==> src/rtl/wdog_two_stage.sv <==
module wdog_two_stage #(
  parameter int TW       = 7,
  parameter int DEF_S1   = 32,
  parameter int DEF_S2   = 0,
  parameter int DEF_TYPE = 7
) (
  input  logic       clk,
  input  logic       rst_n,
  input  logic       por_n,
  input  logic       sec_tick,
  input  logic       wr_en,
  input  logic [7:0] addr,
  input  logic [7:0] wdata,
  output logic [7:0] rdata,
  input  logic       uv_evt,
  input  logic       ot_evt,
  output logic       irq,
  output logic [2:0] rst_req
);
  localparam logic [7:0] A_CAUSE1 = 8'h0c;
  localparam logic [7:0] A_CAUSE2 = 8'h0d;
  localparam logic [7:0] A_STAT   = 8'h10;
  localparam logic [7:0] A_T1     = 8'h54;
  localparam logic [7:0] A_T2     = 8'h55;
  localparam logic [7:0] A_TYPE   = 8'h56;
  localparam logic [7:0] A_ARM    = 8'h57;
  localparam logic [7:0] A_KICK   = 8'h58;

  typedef enum logic [1:0] {ST_IDLE, ST_ONE, ST_TWO, ST_HOLD} stage_t;

  stage_t        stage;
  logic [TW-1:0] t1_r, t2_r, t2_lat, cnt;
  logic [2:0]    type_r;
  logic          en, bark;
  logic          wd_flag, uv_flag, ot_flag;

  wire arm_wr  = wr_en && addr == A_ARM;
  wire kick    = wr_en && addr == A_KICK && wdata[0] && en;
  wire restart = (arm_wr && wdata[7] && !en) || kick;
  wire stop    = arm_wr && !wdata[7];
  wire step    = sec_tick && !restart && !stop && (stage == ST_ONE || stage == ST_TWO);
  wire expire  = cnt <= TW'(1);
  wire bark_now = step && stage == ST_ONE && expire;
  wire fire    = step && expire && (stage == ST_TWO || t2_lat == '0);

  assign irq = bark;

  always_ff @(posedge clk or negedge rst_n) begin
    if (!rst_n) begin
      t1_r    <= TW'(DEF_S1);
      t2_r    <= TW'(DEF_S2);
      type_r  <= 3'(DEF_TYPE);
      en      <= 1'b0;
      stage   <= ST_IDLE;
      cnt     <= '0;
      t2_lat  <= '0;
      bark    <= 1'b0;
      rst_req <= '0;
    end else begin
      rst_req <= '0;
      if (wr_en && addr == A_T1)   t1_r   <= wdata[TW-1:0];
      if (wr_en && addr == A_T2)   t2_r   <= wdata[TW-1:0];
      if (wr_en && addr == A_TYPE) type_r <= wdata[2:0];
      if (arm_wr) en <= wdata[7];
      if (restart) begin
        stage  <= ST_ONE;
        cnt    <= t1_r;
        t2_lat <= t2_r;
        bark   <= 1'b0;
      end else if (stop) begin
        stage <= ST_IDLE;
        bark  <= 1'b0;
      end else if (step) begin
        if (fire) begin
          stage   <= ST_HOLD;
          rst_req <= type_r;
        end else if (bark_now) begin
          stage <= ST_TWO;
          cnt   <= t2_lat;
        end else begin
          cnt <= cnt - TW'(1);
        end
        if (bark_now) bark <= 1'b1;
      end
    end
  end

  always_ff @(posedge clk or negedge por_n) begin
    if (!por_n) begin
      wd_flag <= 1'b0;
      uv_flag <= 1'b0;
      ot_flag <= 1'b0;
    end else begin
      wd_flag <= wd_flag | fire;
      uv_flag <= uv_flag | uv_evt;
      ot_flag <= ot_flag | ot_evt;
    end
  end

  always_comb begin
    case (addr)
      A_CAUSE1: rdata = {5'b0, wd_flag, 2'b0};
      A_CAUSE2: rdata = {1'b0, ot_flag, uv_flag, 5'b0};
      A_STAT:   rdata = {1'b0, bark, 6'b0};
      A_T1:     rdata = 8'(t1_r);
      A_T2:     rdata = 8'(t2_r);
      A_TYPE:   rdata = {5'b0, type_r};
      A_ARM:    rdata = {en, 7'b0};
      default:  rdata = 8'h00;
    endcase
  end
endmodule

==> config.mk <==
export PLATFORM = sky130hd
export DESIGN_NAME = wdog_two_stage
export DESIGN_NICKNAME = d
export VERILOG_FILES = /design/src/rtl/wdog_two_stage.sv
export SDC_FILE = /design/constraint.sdc
export NUM_CORES = 1
export LEC_CHECK = 0
export BUFFER_PORTS_ARGS = -buffer_cell sky130_fd_sc_hd__clkbuf_2
export CORE_MARGIN = 2
export CORE_UTILIZATION = 39
export DETAILED_ROUTE_END_ITERATION = 8
export GPL_ROUTABILITY_DRIVEN = 0
export GPL_TIMING_DRIVEN = 0
export PLACE_DENSITY = 0.58
export SLEW_MARGIN = 20
export SYNTH_ARGS = -nofsm -noshare
export SYNTH_HDL_FRONTEND = slang
export SYNTH_SLANG_ARGS = --single-unit
==> constraint.sdc <==
create_clock -name clk -period 2.8 [get_ports clk]
set_clock_uncertainty 0.1 [all_clocks]
set_input_delay 0.56 -clock clk [delete_from_list [all_inputs] [get_ports clk]]
set_output_delay 0.56 -clock clk [all_outputs]
set_load 0.02 [all_outputs]
==> impl_metrics.json, run 1 <==
{
  "status": "complete, no violations",
  "ios": 35,
  "crit_path_end_kind": "register",
  "hold_slack_ns": 0.281,
  "drt-pass1-iter-count": 4,
  "start_util_pct": 40.7,
  "yosysWarnings": 0,
  "path_clk_slew_ns": 0.09,
  "drive_above_1_share_pct": 36.2,
  "slew_headroom_pct": 41.6,
  "cts.sink_count": 41,
  "ys_ff_latch": 41,
  "fmax_mhz": 385,
  "grt_pass1_vias": 1801,
  "dr_wl_met2_um": 2580,
  "tightest_slew_ns": 0.876,
  "yosysTopAreaCell": "dfrtp_1",
  "avgSynthCellArea_um2": 10.1,
  "netlist_area_um2": 2260,
  "gr-total-overflow": 0,
  "row_count": 27,
  "regArea_um2": 1030,
  "worstSetupStartpointType": "register",
  "critPathArrivalTime_ns": 2.73,
  "post-route-period-util_pct": 92.7,
  "drt-met1-wl_um": 2520,
  "synth_edf_count": 0,
  "timing.rr.start": "stage[0]$_DFFE_PN0P_",
  "htreeDepth": 2,
  "synth_cells": 223,
  "ys_types": 50,
  "synthesis.nets": 250,
  "maxCapViolCount": 0,
  "ys_seq_area_share_pct": 45.7,
  "reg2reg_depth": 8,
  "finalHoldViolCount": 0,
  "yosys-top-cells-area": "dfrtp_1, mux2_2, nor2_1, dfstp_2, nand2_1",
  "crit_slowest_cell": "or4bb_1",
  "cp.required_ns": 2.93,
  "ant_nets": 0,
  "die_w_um": 80.1,
  "multi_input_comb_area_um2": 1140,
  "yosysMostFrequentCell": "dfrtp_1",
  "power_mw": 1.74,
  "netlist_top_cells_count": "dfrtp_1, nor2_1, nand2_1",
  "root_buffer": "clkbuf_8",
  "critPathMaxStageDelay_ns": 0.54,
  "via_per_inst": 5.26,
  "setup-tns-final_ns": 0,
  "peakVddDrop_mv": 0.295,
  "synth_top_cell_area_share_pct": 41.0,
  "drt-total-wl_um": 5340,
  "r2r_end": "cnt[1]$_DFFE_PN0P_",
  "critPathKind": "register to register",
  "drc": 0,
  "top_layer": "met4",
  "path_max_fanout": 7,
  "clk_latency_ns": 0.29,
  "hpwl_um": 3960,
  "area_delta_synth_final_pct": 16.3,
  "cts_buffers": 5,
  "dieArea_um2": 6410,
  "vias": 1772,
  "final_util_pct": 47.4,
  "synth_top_flop_cell": "dfrtp_1",
  "ys_async_sr_fraction_pct": 100,
  "tritoncts": "yes",
  "hp-class": "input port to asynchronous set/reset pin",
  "layout.nets": 291,
  "die_height_um": 80.1,
  "min_period_ns": 2.59,
  "coreArea_um2": 5540,
  "antenna_found_initial": 0,
  "r2r_setup_slack_ns": 0.21,
  "grt_first_pass_wirelength_um": 8890,
  "critPathBufInv": 2,
  "finalSetupViolations": 0,
  "first_iter_violations": 65,
  "diodes": 0,
  "portBuffers": 32,
  "cp_cell_sequence": "inv_1 -> ha_1 -> or4bb_1 -> nor3_2 -> o211ai_1 -> buf_4 -> a221o_2 -> a21oi_2",
  "path_delay_family": "simple AND/OR/NAND/NOR gates",
  "rsz0062_at_grt": "false",
  "slew_violations": 0,
  "wire_per_inst_um": 15.8,
  "clock_path_buffers": 2,
  "wl_met3_um": 184,
  "fillers": 559,
  "powerDensity_nw_per_um2": 661,
  "power.leakage_nw": 1.27,
  "grt_max_degree": 39,
  "grt_usage_pct": 18.3
}
[cell families after synthesis]
kind of cell	share of synthesized area, %
XOR/XNOR	1.94
AND/OR/NAND/NOR	20.8
adder cells (fa/ha/maj)	2.22
buffers and inverters	3.77
flip-flops	45.7
AO/OA/AOI/OAI	13.9
multiplexers	11.7
[layer usage]
layer | track usage, % | vias up
li1 | - | 870
met1 | 24.3 | 871
met2 | 29.8 | 27
met3 | 4.04 | 4
met4 | 5.42 | 0
met5 | 0 | -
[through the flow]
stage | cell area (µm²) | instances | setup slack (ns)
detailed placement | 2510 | 327 | 0.126
CTS | 2610 | 336 | 0.116
global route | 2630 | 337 | 0.0303
floorplan | 2260 | 223 | 0.233
global placement | 2510 | 327 | 0.119
finish | 2630 | 337 | 0.205
[worst max-delay path by stage]
stage	from	endpoint	slack (ns)	cells after the start
after floorplan	addr[7]	rdata[5]	0.23	5
after global placement	addr[7]	rdata[5]	0.12	7
after detailed placement	addr[3]	rdata[5]	0.13	7
after CTS	addr[3]	rdata[5]	0.12	7
after global routing	stage[0]$_DFFE_PN0P_	cnt[1]$_DFFE_PN0P_	0.03	8
final	stage[0]$_DFFE_PN0P_	cnt[1]$_DFFE_PN0P_	0.21	8
[repair_timing]
action                                  CTS  global route
endpoints found under the setup margin    0             7
gates resized for setup                   0             3
hold buffers                              1             0
buffers inserted                          0             1
endpoints found under the hold margin     3             0
[report_power, final]
part           switching, mW  internal [mW]  total (mW)
combinational          0.273          0.284       0.557
clock                  0.211          0.200       0.411
sequential            0.0868          0.681       0.768
[sequential cells by signal, summed over array words and instances (netlist names)]
name     count
t2_lat       7
ot_flag      1
stage        2
t1_r         7
t2_r         7
cnt          7
type_r       3
wd_flag      1
irq          1
rst_req      3
en           1
uv_flag      1
[area by class of cell]
type,count,share of cell area [%]
sequential,41,39.3
clock buffer,6,3.15
inverter,8,1.14
tap,72,3.43
buffer,10,2.14
timing repair buffer,34,6.77
multi-input combinational,164,43.6
clock inverter,2,0.524
[cells in the final DEF (no fill, tap or decap), types with 5 or more instances in the layout]
master    count
mux2i_1       5
mux2_2       19
a21oi_1      10
inv_1         8
nor2_1       28
clkbuf_1      5
dfrtp_1      37
nand2_1      25
a21oi_2       5
clkbuf_8      6
a221o_2       5
clkbuf_2     32
Note: power is estimated with default switching activity, not from simulation.
==> run 2, diff against run 1 <==
--- a/config.mk
+++ b/config.mk
@@ -5,13 +5,13 @@
 export SDC_FILE = /design/constraint.sdc
 export NUM_CORES = 1
 export LEC_CHECK = 0
-export BUFFER_PORTS_ARGS = -buffer_cell sky130_fd_sc_hd__clkbuf_2
 export CORE_MARGIN = 2
 export CORE_UTILIZATION = 39
 export DETAILED_ROUTE_END_ITERATION = 8
+export DONT_BUFFER_PORTS = 1
 export GPL_ROUTABILITY_DRIVEN = 0
 export GPL_TIMING_DRIVEN = 0
-export PLACE_DENSITY = 0.58
+export PLACE_DENSITY = 0.53
 export SLEW_MARGIN = 20
 export SYNTH_ARGS = -nofsm -noshare
 export SYNTH_HDL_FRONTEND = slang
==> impl_metrics.json, run 2 (synthesized netlist as in run 1, its figures left out) <==
{
  "setup-tns-final_ns": 0,
  "htreeDepth": 2,
  "power_mw": 1.80,
  "min_period_ns": 2.61,
  "layout_common_cells": "dfrtp_1, nor2_1, nand2_1",
  "final_common_cell": "dfrtp_1",
  "vias": 1626,
  "critPathArrivalTime_ns": 2.74,
  "rsz0062_at_grt": "false",
  "grt_usage_pct": 18.7,
  "drive_above_1_share_pct": 26.8,
  "layout.nets": 261,
  "clk_latency_ns": 0.30,
  "gr-total-overflow": 0,
  "worstSetupStartpointType": "register",
  "via_per_inst": 5.30,
  "dieArea_um2": 6410,
  "wire_per_inst_um": 17.8,
  "critPathKind": "register to register",
  "slew_violations": 0,
  "antenna_found_initial": 0,
  "slew_headroom_pct": 53.2,
  "maxCapViolCount": 0,
  "critPathBufInv": 2,
  "cp_cell_sequence": "inv_1 -> ha_1 -> or4bb_1 -> nor3_2 -> o211ai_1 -> buf_4 -> a221o_2 -> a21oi_2",
  "hpwl_um": 3950,
  "diodes": 0,
  "path_max_fanout": 7,
  "critPathMaxStageDelay_ns": 0.53,
  "grt_first_pass_wirelength_um": 8920,
  "hp-class": "input port to register",
  "post-route-period-util_pct": 93.1,
  "status": "complete, no violations",
  "crit_path_end_kind": "register",
  "drt-pass1-iter-count": 4,
  "cts.sink_count": 41,
  "cp.required_ns": 2.93,
  "start_util_pct": 40.7,
  "root_buffer": "clkbuf_8",
  "crit_slowest_cell": "or4bb_1",
  "grt_max_degree": 35,
  "die_height_um": 80.1,
  "grt_pass1_vias": 1719,
  "power.leakage_nw": 1.15,
  "powerDensity_nw_per_um2": 716,
  "row_count": 27,
  "path_clk_slew_ns": 0.09,
  "tightest_slew_ns": 0.698,
  "portBuffers": 0,
  "finalSetupViolations": 0,
  "ant_nets": 0,
  "cts_buffers": 5,
  "die_w_um": 80.1,
  "clock_path_buffers": 2,
  "coreArea_um2": 5540,
  "drc": 0,
  "finalHoldViolCount": 0,
  "first_iter_violations": 98,
  "peakVddDrop_mv": 0.285,
  "drt-total-wl_um": 5450,
  "ios": 35,
  "area_delta_synth_final_pct": 11.3,
  "path_delay_family": "simple AND/OR/NAND/NOR gates",
  "tritoncts": "yes",
  "fmax_mhz": 384
}
[run 2: changes by cell type in the layout (fill, tap and decap cells not counted), sizes merged]
cell | previous run | this run
clkbuf | 43 | 13
clkinv | 2 | 0
dlygate4sd3 | 1 | 2
bufinv | 0 | 1
[run 2: layout make-up]
| cell class | count | area [µm²] |
|---|---|---|
| Tap cell | 72 | 90.1 |
| Timing Repair Buffer | 4 | 47.5 |
| Fill cell | 562 | 3030 |
| Multi-Input combinational cell | 164 | 1140 |
| Clock buffer | 7 | 86.3 |
| Buffer | 10 | 56.3 |
| Clock inverter | 1 | 30.0 |
| Inverter | 8 | 30.0 |
| Sequential cell | 41 | 1030 |
[run 2: power by group]
group          switching, mW  leakage (nW)  internal, mW
logic                  0.256         0.566         0.274
registers             0.0936         0.524         0.681
clock network          0.204        0.0585         0.291
[run 2: timing repair]
item,4_1_cts,5_1_grt
setup buffers,0,1
hold endpoints to repair,37,0
endpoints found under the setup margin,0,6
hold buffers,3,0
gates resized for setup,0,4
[run 2: per-layer routing]
layer	track usage [%]	routed length [µm]
met4	5.25	60
met5	0	0
met1	24.2	2490
met2	32.0	2770
met3	3.48	132
[run 2: final timing paths]
check | startpoint | to | slack [ns] | depth (start not counted)
max in group asynchronous | rst_n | t2_lat[2]$_DFFE_PN0P_ | 1.55 | 2
worst min register to register | wd_flag$_DFF_PN0_ | wd_flag$_DFF_PN0_ | 0.37 | 1
min in group asynchronous | por_n | wd_flag$_DFF_PN0_ | 0.42 | 1
worst max-delay path | stage[0]$_DFFE_PN0P_ | cnt[1]$_DFFE_PN0P_ | 0.19 | 8
worst max register to register | stage[0]$_DFFE_PN0P_ | cnt[1]$_DFFE_PN0P_ | 0.19 | 8
worst min-delay path | uv_evt | uv_flag$_DFF_PN0_ | 0.28 | 1
[run 2: worst reg2reg max path: stages, from the launching register on]
cell and delay (ns):
dfrtp_1 0.38, inv_1 0.05, ha_1 0.31, or4bb_1 0.53, nor3_2 0.33, o211ai_1 0.15
buf_4 0.19, a221o_2 0.39, a21oi_2 0.12
[run 2: per-stage QoR]
stage                     util [%]  hold WS (ns)  setup WS [ns]  instances  cell area [µm²]
after floorplan                  -         0.164          0.233        223             2260
after global placement        42.4         0.164         0.0318        295             2350
after detailed placement      42.4         0.165         0.0467        295             2350
after CTS                     45.2         0.266         0.0310        306             2500
after global routing          45.3         0.262         0.0467        307             2510
final                         45.3         0.277          0.194        307             2510
==> run 3, diff against run 2 <==
--- a/config.mk
+++ b/config.mk
@@ -5,13 +5,13 @@
 export SDC_FILE = /design/constraint.sdc
 export NUM_CORES = 1
 export LEC_CHECK = 0
-export CORE_MARGIN = 2
+export CORE_MARGIN = 5
 export CORE_UTILIZATION = 39
 export DETAILED_ROUTE_END_ITERATION = 8
 export DONT_BUFFER_PORTS = 1
 export GPL_ROUTABILITY_DRIVEN = 0
 export GPL_TIMING_DRIVEN = 0
-export PLACE_DENSITY = 0.53
+export PLACE_DENSITY = 0.55
 export SLEW_MARGIN = 20
 export SYNTH_ARGS = -nofsm -noshare
 export SYNTH_HDL_FRONTEND = slang
==> constraint.sdc (replaced) <==
create_clock -name clk -period 2.2 [get_ports clk]
set_clock_uncertainty 0.1 [all_clocks]
set_input_delay 0.44 -clock clk [delete_from_list [all_inputs] [get_ports clk]]
set_output_delay 0.44 -clock clk [all_outputs]
set_load 0.02 [all_outputs]
==> impl_metrics.json, run 3 (synthesized netlist as in run 1, its figures left out) <==
{
  "final_util_pct": 48.7,
  "critPathKind": "register to register",
  "cts.sink_count": 41,
  "critPathArrivalTime_ns": 2.42,
  "vias": 1719,
  "clk_latency_ns": 0.30,
  "hold_slack_ns": 0.145,
  "diodes": 0,
  "crit_path_end_kind": "register",
  "hpwl_um": 4100,
  "fmax_mhz": 436,
  "htreeDepth": 2,
  "maxCapViolCount": 0,
  "min_path_cells": 1,
  "path_delay_family": "simple AND/OR/NAND/NOR gates",
  "pre_cts_ws_ns": -0.354,
  "reg2reg_depth": 8,
  "timing.rr.start": "stage[0]$_DFFE_PN0P_",
  "setup-tns-final_ns": -0.520,
  "root_buffer": "clkbuf_8",
  "busiest_layer": "met2",
  "grt_max_degree": 39,
  "power.internal_mw": 1.81,
  "r2r_end": "cnt[6]$_DFFE_PN0P_",
  "portBuffers": 0,
  "rsz0062_at_grt": "true",
  "slew_violations": 0,
  "path_clk_slew_ns": 0.08,
  "cp.required_ns": 2.33,
  "use_met3_pct": 4.13,
  "first_iter_violations": 92,
  "peakVddDrop_mv": 0.545,
  "drc": 0,
  "min_period_ns": 2.29,
  "worstHoldEndpoint": "uv_flag$_DFF_PN0_",
  "grt_first_pass_wirelength_um": 8940,
  "grt_pass1_vias": 1793,
  "post-route-period-util_pct": 104,
  "seqPwrFrac_pct": 38.0,
  "die_w_um": 86.1,
  "tightest_slew_ns": 0.633,
  "status": "finished with violations",
  "critPathMaxStageDelay_ns": 0.53,
  "finalHoldViolCount": 0,
  "violations": "setup timing",
  "layoutNonFillerInstCount": 316,
  "antenna_found_initial": 0,
  "start_util_pct": 40.5,
  "hold_start": "uv_evt",
  "crit_slowest_cell": "or4bb_4",
  "row_count": 27,
  "r2r_setup_slack_ns": -0.09,
  "die_height_um": 86.1,
  "tritoncts": "yes",
  "slew_headroom_pct": 57.6,
  "area_delta_synth_final_pct": 20.2,
  "cp_cell_sequence": "inv_2 -> ha_4 -> or4bb_4 -> nor3_4 -> o211ai_1 -> buf_4 -> a221o_1 -> a31oi_1",
  "globalRouteMet1Util_pct": 18.4,
  "layout.nets": 270,
  "grt_usage_pct": 15.7,
  "drt-pass1-iter-count": 4,
  "final_common_cell": "dfrtp_1",
  "gr-total-overflow": 0,
  "wire_per_inst_um": 17.4,
  "switching_share_pct": 30.3,
  "via_per_inst": 5.44,
  "hp-class": "input port to register",
  "placed_cells": 295,
  "powerDensity_nw_per_um2": 957,
  "use_met2_pct": 27.4,
  "ios": 35,
  "dieArea_um2": 7410,
  "p_sw_mw": 0.786,
  "layout_common_cells": "dfrtp_1, nand2_1, nor2_1",
  "p_comb_share_pct": 33.7,
  "clock_path_buffers": 2,
  "drive_above_1_share_pct": 36.5,
  "clkPwrFrac_pct": 28.4,
  "finalSetupViolations": 7,
  "worstSetupStartpointType": "register",
  "drt-total-wl_um": 5480,
  "cts_buffers": 5,
  "setup_ws_ns": -0.0919,
  "critPathBufInv": 2,
  "power.leakage_nw": 1.23,
  "ant_nets": 0,
  "path_max_fanout": 7,
  "coreArea_um2": 5570
}
-- run 3: final cells by class --
type | instances | area [µm²]
fillers | 515 | 2860
flip-flops and latches | 41 | 1030
well taps | 72 | 90.1
plain buffers | 9 | 62.6
inverters | 8 | 30.0
multi-input cells | 164 | 1230
clock buffers | 5 | 68.8
repair buffers | 14 | 130
clock inverters | 3 | 68.8
-- run 3: per-layer routing --
metal  wire length (µm)  part of all wire [%]
met3                244                   4.5
met4                 97                   1.8
met5                  0                     0
met1               2350                    43
met2               2800                    51
-- run 3: power by group through the flow --
stage / registers, mW / logic [mW] / clock network [mW]
after floorplan: 0.968 / 0.574 / 0
final: 0.986 / 0.875 / 0.737
after global placement: 0.998 / 0.672 / 0
after CTS: 0.987 / 0.770 / 0.756
after detailed placement: 0.999 / 0.674 / 0
after global routing: 1.00 / 0.958 / 0.788
-- run 3: worst max path at each step --
stage | from | endpoint | slack [ns] | depth (start not counted)
final | stage[0]$_DFFE_PN0P_ | cnt[6]$_DFFE_PN0P_ | -0.09 | 8
after global routing | cnt[3]$_DFFE_PN0P_ | cnt[1]$_DFFE_PN0P_ | -0.18 | 6
after CTS | stage[0]$_DFFE_PN0P_ | cnt[4]$_DFFE_PN0P_ | -0.16 | 8
after detailed placement | stage[0]$_DFFE_PN0P_ | cnt[1]$_DFFE_PN0P_ | -0.35 | 7
after global placement | addr[0] | rdata[6] | -0.36 | 4
after floorplan | stage[0]$_DFFE_PN0P_ | cnt[1]$_DFFE_PN0P_ | -0.12 | 7
-- run 3: what timing repair did --
action                                  CTS  global route
setup buffers                             4             6
hold buffers                              3             0
hold endpoints to repair                 41             0
endpoints found under the setup margin   21            22
pin swaps                                 8             9
cloned                                    0             1
resized for setup                        14            12
-- run 3: through the flow --
| stage | cell area [µm²] | power (mW) |
|---|---|---|
| after floorplan | 2280 | 1.54 |
| after global routing | 2710 | 2.75 |
| after global placement | 2370 | 1.67 |
| after detailed placement | 2370 | 1.67 |
| final | 2710 | 2.60 |
| after CTS | 2630 | 2.51 |
